==> src/rtl/fcmd_pkg.sv <==
package fcmd_pkg;
  localparam int unsigned BYTE_W     = 8;
  localparam int unsigned REG_W      = 32;
  localparam int unsigned CNT_W      = 3;
  localparam int unsigned ACNT_W     = 2;
  localparam int unsigned DMY_W      = 5;
  localparam int unsigned DATA_BYTES = 1 << CNT_W;
  localparam int unsigned ADDR_BYTES = 1 << ACNT_W;

  localparam int unsigned OPC_LSB    = 24;
  localparam int unsigned RD_EN_BIT  = 23;
  localparam int unsigned RD_CNT_LSB = 20;
  localparam int unsigned AD_EN_BIT  = 19;
  localparam int unsigned AD_CNT_LSB = 16;
  localparam int unsigned WR_EN_BIT  = 15;
  localparam int unsigned WR_CNT_LSB = 12;
  localparam int unsigned DMY_LSB    = 7;
  localparam int unsigned BUSY_BIT   = 1;
  localparam int unsigned GO_BIT     = 0;

  localparam logic [1:0] SEL_CTRL = 2'd0;
  localparam logic [1:0] SEL_ADDR = 2'd1;
  localparam logic [1:0] SEL_WLO  = 2'd2;
  localparam logic [1:0] SEL_WHI  = 2'd3;

  // Encoding order is the phase order
  typedef enum logic [2:0] {
    PH_IDLE = 3'd0,
    PH_OPC  = 3'd1,
    PH_ADR  = 3'd2,
    PH_DMY  = 3'd3,
    PH_WR   = 3'd4,
    PH_RD   = 3'd5
  } phase_e;

  localparam int unsigned PH_FIRST_OPT = 2;
  localparam int unsigned PH_LAST      = 5;

  typedef struct packed {
    logic [BYTE_W-1:0] opcode;
    logic              rd_en;
    logic [CNT_W-1:0]  rd_m1;
    logic              ad_en;
    logic [ACNT_W-1:0] ad_m1;
    logic              wr_en;
    logic [CNT_W-1:0]  wr_m1;
    logic [DMY_W-1:0]  dummy;
  } cmd_t;

  function automatic cmd_t decode_cmd(input logic [REG_W-1:0] w);
    cmd_t c;
    c.opcode = w[OPC_LSB +: BYTE_W];
    c.rd_en  = w[RD_EN_BIT];
    c.rd_m1  = w[RD_CNT_LSB +: CNT_W];
    c.ad_en  = w[AD_EN_BIT];
    c.ad_m1  = w[AD_CNT_LSB +: ACNT_W];
    c.wr_en  = w[WR_EN_BIT];
    c.wr_m1  = w[WR_CNT_LSB +: CNT_W];
    c.dummy  = w[DMY_LSB +: DMY_W];
    return c;
  endfunction

  function automatic logic phase_used(input phase_e p, input cmd_t c);
    logic r;
    case (p)
      PH_OPC:  r = 1'b1;
      PH_ADR:  r = c.ad_en;
      PH_DMY:  r = (c.dummy != '0);
      PH_WR:   r = c.wr_en;
      PH_RD:   r = c.rd_en;
      default: r = 1'b0;
    endcase
    return r;
  endfunction

  // First enabled phase after cur, lowest encoding wins
  function automatic phase_e phase_after(input phase_e cur, input cmd_t c);
    phase_e r;
    r = PH_IDLE;
    for (int i = PH_LAST; i >= PH_FIRST_OPT; i--) begin
      if (i > int'(cur) && phase_used(phase_e'(3'(i)), c)) r = phase_e'(3'(i));
    end
    return r;
  endfunction
endpackage

==> src/rtl/fcmd_seq.sv <==
module fcmd_seq
  import fcmd_pkg::*;
#(
  parameter int unsigned BW      = 8,
  parameter int unsigned IDX_W   = 3,
  parameter int unsigned DCNT_W  = 5
) (
  input  logic             clk_i,
  input  logic             rst_ni,
  input  logic             start_i,
  input  logic             tick_i,
  input  cmd_t             cmd_i,
  output logic             busy_o,
  output phase_e           phase_o,
  output logic             load_o,
  output phase_e           ld_phase_o,
  output logic [IDX_W-1:0] ld_idx_o,
  output logic             rx_we_o,
  output logic [IDX_W-1:0] rx_idx_o
);
  localparam int unsigned BIT_W = $clog2(BW);
  localparam logic [BIT_W-1:0] BIT_TOP = BIT_W'(BW - 1);

  phase_e              ph_q, ph_d, ph_nxt;
  logic [BIT_W-1:0]    bit_q, bit_d;
  logic [IDX_W-1:0]    idx_q, idx_d, last_idx;
  logic [DCNT_W-1:0]   dcnt_q, dcnt_d;
  logic                busy, step, byte_end, ph_end;

  assign busy     = (ph_q != PH_IDLE);
  assign step     = tick_i && busy;
  assign byte_end = step && (ph_q != PH_DMY) && (bit_q == '0);
  assign ph_nxt   = phase_after(ph_q, cmd_i);

  always_comb begin
    case (ph_q)
      PH_ADR:  last_idx = IDX_W'(cmd_i.ad_m1);
      PH_WR:   last_idx = IDX_W'(cmd_i.wr_m1);
      PH_RD:   last_idx = IDX_W'(cmd_i.rd_m1);
      default: last_idx = '0;
    endcase
  end

  assign ph_end = (ph_q == PH_DMY) ? (step && dcnt_q == DCNT_W'(1))
                                   : (byte_end && idx_q == last_idx);

  always_comb begin
    ph_d       = ph_q;
    bit_d      = bit_q;
    idx_d      = idx_q;
    dcnt_d     = dcnt_q;
    load_o     = 1'b0;
    ld_phase_o = ph_q;
    ld_idx_o   = idx_q + IDX_W'(1);
    if (start_i && !busy) begin
      ph_d       = PH_OPC;
      bit_d      = BIT_TOP;
      idx_d      = '0;
      load_o     = 1'b1;
      ld_phase_o = PH_OPC;
      ld_idx_o   = '0;
    end else if (ph_end) begin
      ph_d       = ph_nxt;
      bit_d      = BIT_TOP;
      idx_d      = '0;
      ld_phase_o = ph_nxt;
      ld_idx_o   = '0;
      if (ph_nxt == PH_DMY) dcnt_d = DCNT_W'(cmd_i.dummy);
      else if (ph_nxt != PH_IDLE) load_o = 1'b1;
    end else if (byte_end) begin
      bit_d  = BIT_TOP;
      idx_d  = idx_q + IDX_W'(1);
      load_o = 1'b1;
    end else if (step) begin
      if (ph_q == PH_DMY) dcnt_d = dcnt_q - DCNT_W'(1);
      else bit_d = bit_q - BIT_W'(1);
    end
  end

  always_ff @(posedge clk_i or negedge rst_ni) begin
    if (!rst_ni) begin
      ph_q   <= PH_IDLE;
      bit_q  <= '0;
      idx_q  <= '0;
      dcnt_q <= '0;
    end else begin
      ph_q   <= ph_d;
      bit_q  <= bit_d;
      idx_q  <= idx_d;
      dcnt_q <= dcnt_d;
    end
  end

  assign busy_o   = busy;
  assign phase_o  = ph_q;
  assign rx_we_o  = byte_end && (ph_q == PH_RD);
  assign rx_idx_o = idx_q;
endmodule

==> src/rtl/fcmd_shift.sv <==
module fcmd_shift #(
  parameter int unsigned BW = 8
) (
  input  logic          clk_i,
  input  logic          rst_ni,
  input  logic          load_i,
  input  logic [BW-1:0] load_val_i,
  input  logic          shift_i,
  input  logic          sdi_i,
  output logic          msb_o,
  output logic [BW-1:0] rx_byte_o
);
  logic [BW-1:0] sh_q;

  always_ff @(posedge clk_i or negedge rst_ni) begin
    if (!rst_ni)      sh_q <= '0;
    else if (load_i)  sh_q <= load_val_i;
    else if (shift_i) sh_q <= {sh_q[BW-2:0], sdi_i};
  end

  assign msb_o     = sh_q[BW-1];
  assign rx_byte_o = {sh_q[BW-2:0], sdi_i};
endmodule

==> src/rtl/fcmd_rxpack.sv <==
module fcmd_rxpack #(
  parameter int unsigned NBYTES = 8,
  parameter int unsigned BW     = 8,
  localparam int unsigned IDX_W = $clog2(NBYTES)
) (
  input  logic                 clk_i,
  input  logic                 rst_ni,
  input  logic                 clr_i,
  input  logic                 we_i,
  input  logic [IDX_W-1:0]     idx_i,
  input  logic [BW-1:0]        byte_i,
  output logic [NBYTES*BW-1:0] data_o
);
  for (genvar b = 0; b < NBYTES; b++) begin : g_byte
    logic [BW-1:0] byte_q;
    always_ff @(posedge clk_i or negedge rst_ni) begin
      if (!rst_ni)                                      byte_q <= '0;
      else if (clr_i)                                   byte_q <= '0;
      else if (we_i && idx_i == IDX_W'(b))              byte_q <= byte_i;
    end
    assign data_o[b*BW +: BW] = byte_q;
  end
endmodule

==> src/rtl/flash_cmd_engine.sv <==
module flash_cmd_engine
  import fcmd_pkg::*;
(
  input  logic        clk_i,
  input  logic        rst_ni,
  input  logic        wr_en_i,
  input  logic [1:0]  wr_sel_i,
  input  logic [31:0] wr_data_i,
  input  logic        sclk_en_i,
  input  logic        sdi_i,
  output logic [31:0] ctrl_o,
  output logic [31:0] rdata_lo_o,
  output logic [31:0] rdata_hi_o,
  output logic        cs_no,
  output logic        sck_o,
  output logic        sdo_o
);
  localparam int unsigned DW = DATA_BYTES * BYTE_W;

  logic [REG_W-1:0]  ctrl_q, addr_q;
  logic [DW-1:0]     wdat_q, rdat;
  logic              busy, ctrl_wr, start, load, rx_we, tx_msb;
  cmd_t              cmd;
  phase_e            phase, ld_phase;
  logic [CNT_W-1:0]  ld_idx, rx_idx;
  logic [ACNT_W-1:0] a_sel;
  logic [BYTE_W-1:0] ld_val, rx_byte;
  logic [BYTE_W-1:0] addr_b [ADDR_BYTES];
  logic [BYTE_W-1:0] wdat_b [DATA_BYTES];

  assign ctrl_wr = wr_en_i && (wr_sel_i == SEL_CTRL) && !busy;
  assign start   = ctrl_wr && wr_data_i[GO_BIT];

  always_ff @(posedge clk_i or negedge rst_ni) begin
    if (!rst_ni) begin
      ctrl_q <= '0;
      addr_q <= '0;
      wdat_q <= '0;
    end else if (wr_en_i) begin
      case (wr_sel_i)
        SEL_CTRL: if (!busy) ctrl_q <= {wr_data_i[REG_W-1:2], 2'b00};
        SEL_ADDR: addr_q <= wr_data_i;
        SEL_WLO:  wdat_q[0 +: REG_W] <= wr_data_i;
        default:  wdat_q[REG_W +: REG_W] <= wr_data_i;
      endcase
    end
  end

  // Fields come straight from the bus on the starting write
  assign cmd = decode_cmd(start ? wr_data_i : ctrl_q);

  for (genvar b = 0; b < ADDR_BYTES; b++) begin : g_abyte
    assign addr_b[b] = addr_q[b*BYTE_W +: BYTE_W];
  end
  for (genvar b = 0; b < DATA_BYTES; b++) begin : g_wbyte
    assign wdat_b[b] = wdat_q[b*BYTE_W +: BYTE_W];
  end

  // Address goes out most significant selected byte first
  assign a_sel = cmd.ad_m1 - ld_idx[ACNT_W-1:0];

  always_comb begin
    case (ld_phase)
      PH_OPC:  ld_val = cmd.opcode;
      PH_ADR:  ld_val = addr_b[a_sel];
      PH_WR:   ld_val = wdat_b[ld_idx];
      default: ld_val = '0;
    endcase
  end

  fcmd_seq #(
    .BW     (BYTE_W),
    .IDX_W  (CNT_W),
    .DCNT_W (DMY_W)
  ) u_seq (
    .clk_i      (clk_i),
    .rst_ni     (rst_ni),
    .start_i    (start),
    .tick_i     (sclk_en_i),
    .cmd_i      (cmd),
    .busy_o     (busy),
    .phase_o    (phase),
    .load_o     (load),
    .ld_phase_o (ld_phase),
    .ld_idx_o   (ld_idx),
    .rx_we_o    (rx_we),
    .rx_idx_o   (rx_idx)
  );

  fcmd_shift #(.BW(BYTE_W)) u_shift (
    .clk_i      (clk_i),
    .rst_ni     (rst_ni),
    .load_i     (load),
    .load_val_i (ld_val),
    .shift_i    (sclk_en_i && busy),
    .sdi_i      (sdi_i),
    .msb_o      (tx_msb),
    .rx_byte_o  (rx_byte)
  );

  fcmd_rxpack #(.NBYTES(DATA_BYTES), .BW(BYTE_W)) u_rx (
    .clk_i  (clk_i),
    .rst_ni (rst_ni),
    .clr_i  (start),
    .we_i   (rx_we),
    .idx_i  (rx_idx),
    .byte_i (rx_byte),
    .data_o (rdat)
  );

  assign ctrl_o     = {ctrl_q[REG_W-1:2], busy, 1'b0};
  assign rdata_lo_o = rdat[0 +: REG_W];
  assign rdata_hi_o = rdat[REG_W +: REG_W];
  assign cs_no      = !busy;
  assign sck_o      = sclk_en_i && busy;
  assign sdo_o      = tx_msb && (phase == PH_OPC || phase == PH_ADR || phase == PH_WR);
endmodule

==> config.mk <==
export PLATFORM = sky130hd
export DESIGN_NAME = flash_cmd_engine
export DESIGN_NICKNAME = d
export VERILOG_FILES = /design/src/rtl/fcmd_pkg.sv /design/src/rtl/fcmd_seq.sv /design/src/rtl/fcmd_shift.sv /design/src/rtl/fcmd_rxpack.sv /design/src/rtl/flash_cmd_engine.sv
export SDC_FILE = /design/constraint.sdc
export NUM_CORES = 1
export LEC_CHECK = 0
export BUFFER_PORTS_ARGS = -buffer_cell sky130_fd_sc_hd__buf_4
export CORE_MARGIN = 1
export CORE_UTILIZATION = 35
export DETAILED_ROUTE_END_ITERATION = 12
export PLACE_DENSITY_LB_ADDON = 0.2
export SKIP_CTS_REPAIR_TIMING = 1
export SLEW_MARGIN = 15
export SYNTH_ARGS = -nofsm -noshare
export SYNTH_HDL_FRONTEND = slang
export SYNTH_SLANG_ARGS = --single-unit
export TNS_END_PERCENT = 30
==> constraint.sdc <==
create_clock -name clk_i -period 6.5 [get_ports clk_i]
set_input_delay 0.65 -clock clk_i [delete_from_list [all_inputs] [get_ports clk_i]]
set_output_delay 0.65 -clock clk_i [all_outputs]
set_load 0.005 [all_outputs]
==> flow_summary.json, run 1 <==
{
  "worstSetupEndpointType": "flip-flop",
  "wl_per_cell_um": 21.13,
  "synthTopCellsByArea": "dfrtp_1, mux2_2, mux2i_1",
  "switching_share": 0.3649,
  "route.detailed.drc": 0,
  "clkPwrFrac": 0.276,
  "hold_viol": 0,
  "synth.cell_area_um2": 10320,
  "wl_met2_um": 14190,
  "power_frac_comb": 0.352,
  "synth_fa_ha_area_frac": 0.01334,
  "stdcell_count": 1411,
  "core_area_um2": 28860,
  "antennaDiodeCount": 0,
  "fp.dieW_um": 173.7,
  "layout_setup_ws_ns": 1.815,
  "top_layer": "met4",
  "place_ws_ns": 1.812,
  "cts_tree": "yes",
  "post-route-period-util": 0.7208,
  "hold_ws_ns": 0.1250,
  "synth_compound_area_frac": 0.07616,
  "worst-path-max-fanout": 27,
  "ant_nets": 0,
  "clockRootBuffer": "clkbuf_16",
  "skew_ns": 0.01113,
  "grt_pass1_vias": 7444,
  "power_switching_mw": 1.869,
  "htree_levels": 1,
  "grt_pass1_wl_um": 45610,
  "layout_common_cells": "dfrtp_1, buf_4, mux2_2, nor2_1, mux2i_1",
  "powerDensity_nw_per_um2": 410.5,
  "worstRegToRegCells": 12,
  "syn2layout_area_growth_pct": 20.96,
  "grt_max_degree": 107,
  "hp-class": "in -> async",
  "drtIter0Drc": 454,
  "max_freq_ghz": 0.2134,
  "cts_buffer_depth": 3,
  "routed_wirelength_um": 29820,
  "synth_seq_area_share": 0.5142,
  "place.gp.congestion": 0.8819,
  "synth_nets": 947,
  "synth-async-reset-ratio": 1.000,
  "synth.mux.area_fraction": 0.2395,
  "rsz0062_at_grt": "false",
  "vias_per_cell": 5.289,
  "worst_pin_slew_ns": 1.016,
  "seqPwrFrac": 0.372,
  "tns_ns": 0,
  "die_h_um": 173.7,
  "dp.cells": 1368,
  "p_leak_nw": 6.087,
  "start_util": 0.3575,
  "synth_top_area_frac": 0.5142,
  "dp_hpwl_um": 20680,
  "setup_viol": 0,
  "cp.required_ns": 6.95,
  "drt-pass1-iter-count": 5,
  "grt.overflow.total": 0,
  "num_io_pins": 138,
  "numCtsBuffers": 26,
  "synthFlopType": "dfrtp_1",
  "synthCells": 897,
  "layout_commonest_cell": "dfrtp_1",
  "synth_xor_area_frac": 0.004972,
  "yosysWarnings": 0,
  "port_buffers": 136,
  "wl_met1_um": 13260,
  "fin_crit_ns": 4.685,
  "synth-edff-count": 0,
  "die_area_um2": 30170,
  "num_rows": 62,
  "max_slew_margin": 0.3230,
  "critical_path_class": "reg -> reg",
  "grt.total_usage": 0.1963,
  "routed-wl-met3_um": 1240,
  "tritoncts_num_sinks": 212,
  "ir_drop_v": 0.0002120,
  "antenna_found_initial": 0,
  "yosysTopAreaCell": "dfrtp_1",
  "synth_top_family_by_area": "multiplexers",
  "slew_viol_final": 0,
  "drive_gt1_frac": 0.3291,
  "drv_cap": 0,
  "synth_seq_cells": 212,
  "insertion_delay_ns": 0.53,
  "nets": 1062,
  "cp-start-kind": "flip-flop",
  "vias": 7463,
  "synth_cell_type_count": 67,
  "regToRegSetupSlack_ns": 1.81,
  "syn_area_per_cell_um2": 11.50,
  "arrival_ns": 5.14,
  "clk_pin_slew_ns": 0.06,
  "status": "finished clean",
  "internal_power_mw": 3.254,
  "synthSimpleGateAreaFrac": 0.1227
}
[synth_stat cells, types with 3 or more instances]
cell,count
nand3b_1,10
o21a_1,8
nand4_1,9
o21ai_0,24
o21ai_2,3
mux2_2,134
nor2b_1,4
nor2_1,110
ha_1,11
a21oi_1,6
a211oi_1,11
or3_1,8
dfrtp_1,212
o22ai_1,16
nand2_1,41
buf_1,14
buf_4,4
mux2i_1,92
a22o_1,3
buf_2,3
a22oi_1,4
nor3_1,6
and3_1,4
o211ai_1,4
clkbuf_1,33
nand3_1,13
and2_1,12
a31oi_1,11
nor4_1,22
inv_1,14
[final cells by class]
cell class | count | area (um2)
clock buffers | 36 | 769.5
clock inverters | 7 | 66.31
fillers | 2757 | 16380
inverters | 14 | 52.55
multi-input cells | 615 | 4725
flip-flops and latches | 212 | 5305
well taps | 384 | 480.5
repair buffers | 143 | 1081
[kinds of logic (layout without fill, tap and decap cells)]
family          count (synthesis)  count (layout)
simple gates                  258             258
mux                           229             229
flops                         212             212
compound gates                111             111
buf+inv                        70             200
fa+ha+maj                      11              11
xor+xnor                        5               5
other cells                     1               1
[final timing paths]
| check | startpoint | endpoint |
|---|---|---|
| setup / recovery | u_seq.phase_o[0]$_DFF_PN0_ | u_shift.sh_q[2]$_DFFE_PN0P_ |
| hold / removal | rst_ni | ctrl_q[7]$_DFFE_PN0P_ |
| setup reg to reg | u_seq.phase_o[0]$_DFF_PN0_ | u_shift.sh_q[2]$_DFFE_PN0P_ |
| hold reg to reg | wdat_q[34]$_DFFE_PN0P_ | wdat_q[34]$_DFFE_PN0P_ |
| max in group asynchronous | rst_ni | u_shift.sh_q[6]$_DFFE_PN0P_ |
| min in group clk_i | wr_data_i[1] | wdat_q[1]$_DFFE_PN0P_ |
[critical path, cell delays in order (launching register included)]
cell     delay, ns
dfrtp_1       0.62
or3_1         0.63
inv_1         0.15
nand2_2       0.43
nand2_1       0.46
a21o_1        0.47
nor2_1        0.09
ha_1          0.25
xor2_1        0.21
xnor2_2       0.70
mux2i_1       0.30
nand4_1       0.11
a31oi_1       0.20
[through the flow]
step                      cell area [um2]  utilization  total power, mW
final                               12480       0.4324            5.123
after global placement              11640       0.4034            3.692
after CTS                           12480       0.4323            5.147
after global routing                12480       0.4324            5.402
after detailed placement            11640       0.4034            3.719
after floorplan                     10320            -            3.068
[registers in the layout (all words and copies together) (netlist names)]
register,flops
u_rx.g_byte.byte_q,64
wdat_q,64
addr_q,32
ctrl_q,30
u_shift.sh_q,8
u_seq.dcnt_q,5
u_seq.bit_q,3
u_seq.phase_o,3
u_seq.rx_idx_o,3
[metal layers]
metal,vias up,track usage
li1,3460,-
met1,3734,0.2648
met2,213,0.3189
met3,56,0.02829
met4,0,0.07529
met5,-,0
[power by group through the flow]
stage | registers (mW) | clock network, mW | logic [mW]
global placement | 1.93 | 0 | 1.77
detailed placement | 1.93 | 0 | 1.79
CTS | 1.91 | 1.44 | 1.80
finish | 1.91 | 1.41 | 1.80
global route | 1.94 | 1.49 | 1.98
floorplan | 1.74 | 0 | 1.33
Power figures use the tool's default switching activity.
==> run 2: changes to the inputs <==
--- a/config.mk
+++ b/config.mk
@@ -5,6 +5,7 @@
 export SDC_FILE = /design/constraint.sdc
 export NUM_CORES = 1
 export LEC_CHECK = 0
+export ABC_AREA = 1
 export BUFFER_PORTS_ARGS = -buffer_cell sky130_fd_sc_hd__buf_4
 export CORE_MARGIN = 1
 export CORE_UTILIZATION = 35
==> constraint.sdc (replaced) <==
create_clock -name clk_i -period 4.1 [get_ports clk_i]
set_input_delay 0.41 -clock clk_i [delete_from_list [all_inputs] [get_ports clk_i]]
set_output_delay 0.41 -clock clk_i [all_outputs]
set_load 0.005 [all_outputs]
==> flow_summary.json, run 2 <==
{
  "status": "finished clean",
  "hold_viol": 0,
  "rsz0062_at_grt": "false",
  "slowest_stage": "ha_1",
  "synth.cell_area_um2": 9997,
  "p_leak_nw": 6.256,
  "numCtsBuffers": 24,
  "critPathMaxStageDelay_ns": 0.79,
  "ir_drop_v": 0.0002794,
  "worst-path-max-fanout": 16,
  "max_freq_ghz": 0.2756,
  "drtIter0Drc": 760,
  "num_io_pins": 138,
  "cp.required_ns": 4.51,
  "busiest_layer": "met2",
  "grt_pass1_vias": 8220,
  "cts_buffer_depth": 3,
  "seqPwrFrac": 0.349,
  "place.gp.congestion": 0.8333,
  "synthCells": 1225,
  "powerDensity_nw_per_um2": 746.8,
  "power_switching_mw": 3.572,
  "synth_nets": 1275,
  "hp-class": "in -> reg",
  "dp_hpwl_um": 22500,
  "max_slew_margin": 0.2923,
  "skew_ns": 0.008988,
  "fin_crit_ns": 3.629,
  "cp_cell_sequence": "nor2_4 > nand3_4 > nor2_4 > inv_2 > nand2_1 > nand3_1 > nand3_1 > nand2_1 > nand2_1 > nand2_4 > nand4_4 > inv_2 > ha_1 > mux2_2 > nor2_1 > nor2_1 > nor2_1 > nand2_1 > nand2_1 > nand2_1",
  "critPathBufInv": 2,
  "clockRootBuffer": "clkbuf_16",
  "synth_cell_type_count": 38,
  "arrival_ns": 4.04,
  "setup_viol": 0,
  "nets": 1403,
  "drv_cap": 0,
  "synth_top_area_frac": 0.5307,
  "die_h_um": 171.0,
  "reg.largest.list": "u_rx.g_byte.byte_q: 64 flops, wdat_q: 64 flops, addr_q: 32 flops",
  "worst_pin_slew_ns": 1.060,
  "internal_power_mw": 5.587,
  "switching_share": 0.3900,
  "gr-usage-met3": 0.03169,
  "vias": 8554,
  "met1_usage": 0.2909,
  "grt_use_met2": 0.3613,
  "yosysTopAreaCell": "dfrtp_1",
  "synth-async-reset-ratio": 1.000,
  "layout_commonest_cell": "nand2_1",
  "clk_pin_slew_ns": 0.06,
  "die_area_um2": 29240,
  "fillers": 2874,
  "critical_path_class": "reg -> reg",
  "worstSetupEndpointType": "flip-flop",
  "grt.overflow.total": 0,
  "cts_tree": "yes",
  "grt_pass1_wl_um": 48100,
  "synth-edff-count": 0,
  "yosysWarnings": 0,
  "synth_seq_area_share": 0.5307,
  "synthFlopType": "dfrtp_1",
  "tritoncts_num_sinks": 212,
  "num_rows": 61,
  "syn_area_per_cell_um2": 8.161,
  "insertion_delay_ns": 0.52,
  "cp_top_family": "simple AND/OR/NAND/NOR gates",
  "drt-pass1-iter-count": 5,
  "drive_gt1_frac": 0.1715,
  "fin_util": 0.4390,
  "layout_common_cells": "nand2_1, o21ai_0, dfrtp_1, buf_4, inv_1",
  "post-route-period-util": 0.8851,
  "antennaDiodeCount": 0,
  "synthTopCellsByArea": "dfrtp_1, nand2_1, o21ai_0",
  "core_area_um2": 27930,
  "slew_viol_final": 0,
  "synth_seq_cells": 212,
  "netlist_top_cells_count": "nand2_1, o21ai_0, dfrtp_1",
  "routed_wirelength_um": 31180,
  "grt_max_degree": 77,
  "vias_per_cell": 4.894,
  "synthMostInstantiatedCell": "nand2_1",
  "cp-start-kind": "flip-flop",
  "crit_top_cell": "nand2_1",
  "syn2layout_area_growth_pct": 22.68,
  "antenna_found_initial": 0,
  "power_frac_comb": 0.409,
  "wl_per_cell_um": 17.84,
  "fp.dieW_um": 171.0,
  "ant_nets": 0,
  "htree_levels": 1,
  "route.detailed.drc": 0,
  "grt.total_usage": 0.2160,
  "clkPwrFrac": 0.242,
  "tns_ns": 0,
  "port_buffers": 136,
  "start_util": 0.3579
}
run 2: cells by family after synthesis:
logic type	Yosys count	synth area share
flops	212	0.5307
mux	16	0.01702
xor+xnor	4	0.003505
simple gates	562	0.2424
compound gates	242	0.1238
other cells	1	0.0003751
fa+ha+maj	11	0.01377
buf+inv	177	0.06846
run 2: worst paths after layout:
check	start	end	slack, ns	cells past startpoint
max in group asynchronous	rst_ni	u_rx.g_byte[1].byte_q[5]$_DFFE_PN0P_	2.58	3
min	wr_data_i[16]	ctrl_q[16]$_DFFE_PN0P_	0.13	3
min in group asynchronous	rst_ni	u_seq.dcnt_q[2]$_DFFE_PN0P_	0.48	2
min reg2reg	wdat_q[62]$_DFFE_PN0P_	wdat_q[62]$_DFFE_PN0P_	0.48	2
max	u_seq.phase_o[2]$_DFF_PN0_	u_shift.sh_q[7]$_DFFE_PN0P_	0.47	20
max reg2reg	u_seq.phase_o[2]$_DFF_PN0_	u_shift.sh_q[7]$_DFFE_PN0P_	0.47	20
run 2: layout make-up:
class | count | area [um2] | share of cell area
tap | 378 | 473.0 | 0.03856
clock inverter | 6 | 82.58 | 0.006733
multi-input combinational | 836 | 4023 | 0.3280
timing repair buffer | 155 | 1185 | 0.09661
inverter | 124 | 465.4 | 0.03795
clock buffer | 37 | 730.7 | 0.05958
sequential | 212 | 5305 | 0.4326
run 2: power groups by stage:
stage               registers, mW  clock network [mW]  logic [mW]
detailed placement           3.22                   0        3.76
floorplan                    3.13                   0        2.21
global route                 3.27                2.34        4.23
finish                       3.19                2.22        3.75
global placement             3.22                   0        3.73
CTS                          3.20                2.25        3.77
run 2: metrics by stage:
step	cell area, um2	hold slack (ns)	worst slack, ns	cells	total power, mW
after floorplan	9997	0.1144	0.4692	1225	5.339
after global placement	11440	0.4634	0.5441	1704	6.944
after detailed placement	11440	0.4690	0.4532	1704	6.985
after CTS	12250	-0.04658	0.5383	1747	9.225
after global routing	12260	0.1431	0.1633	1748	9.837
final	12260	0.1324	0.4711	1748	9.159
run 2: routing by layer:
layer	wire length, um	vias up
met5	0	-
met4	762	0
met3	1433	48
met2	14850	203
met1	14130	4088
li1	-	4215
run 2: worst register-to-register path, stage by stage, from the launching register on:
cell     delay (ns)
dfrtp_1        0.46
nor2_4         0.19
nand3_4        0.12
nor2_4         0.19
inv_2          0.12
nand2_1        0.11
nand3_1        0.11
nand3_1        0.12
nand2_1        0.05
nand2_1        0.13
nand2_4        0.12
nand4_4        0.09
inv_2          0.04
ha_1           0.79
mux2_2         0.42
nor2_1         0.13
nor2_1         0.07
nor2_1         0.09
nand2_1        0.06
nand2_1        0.05
nand2_1        0.06
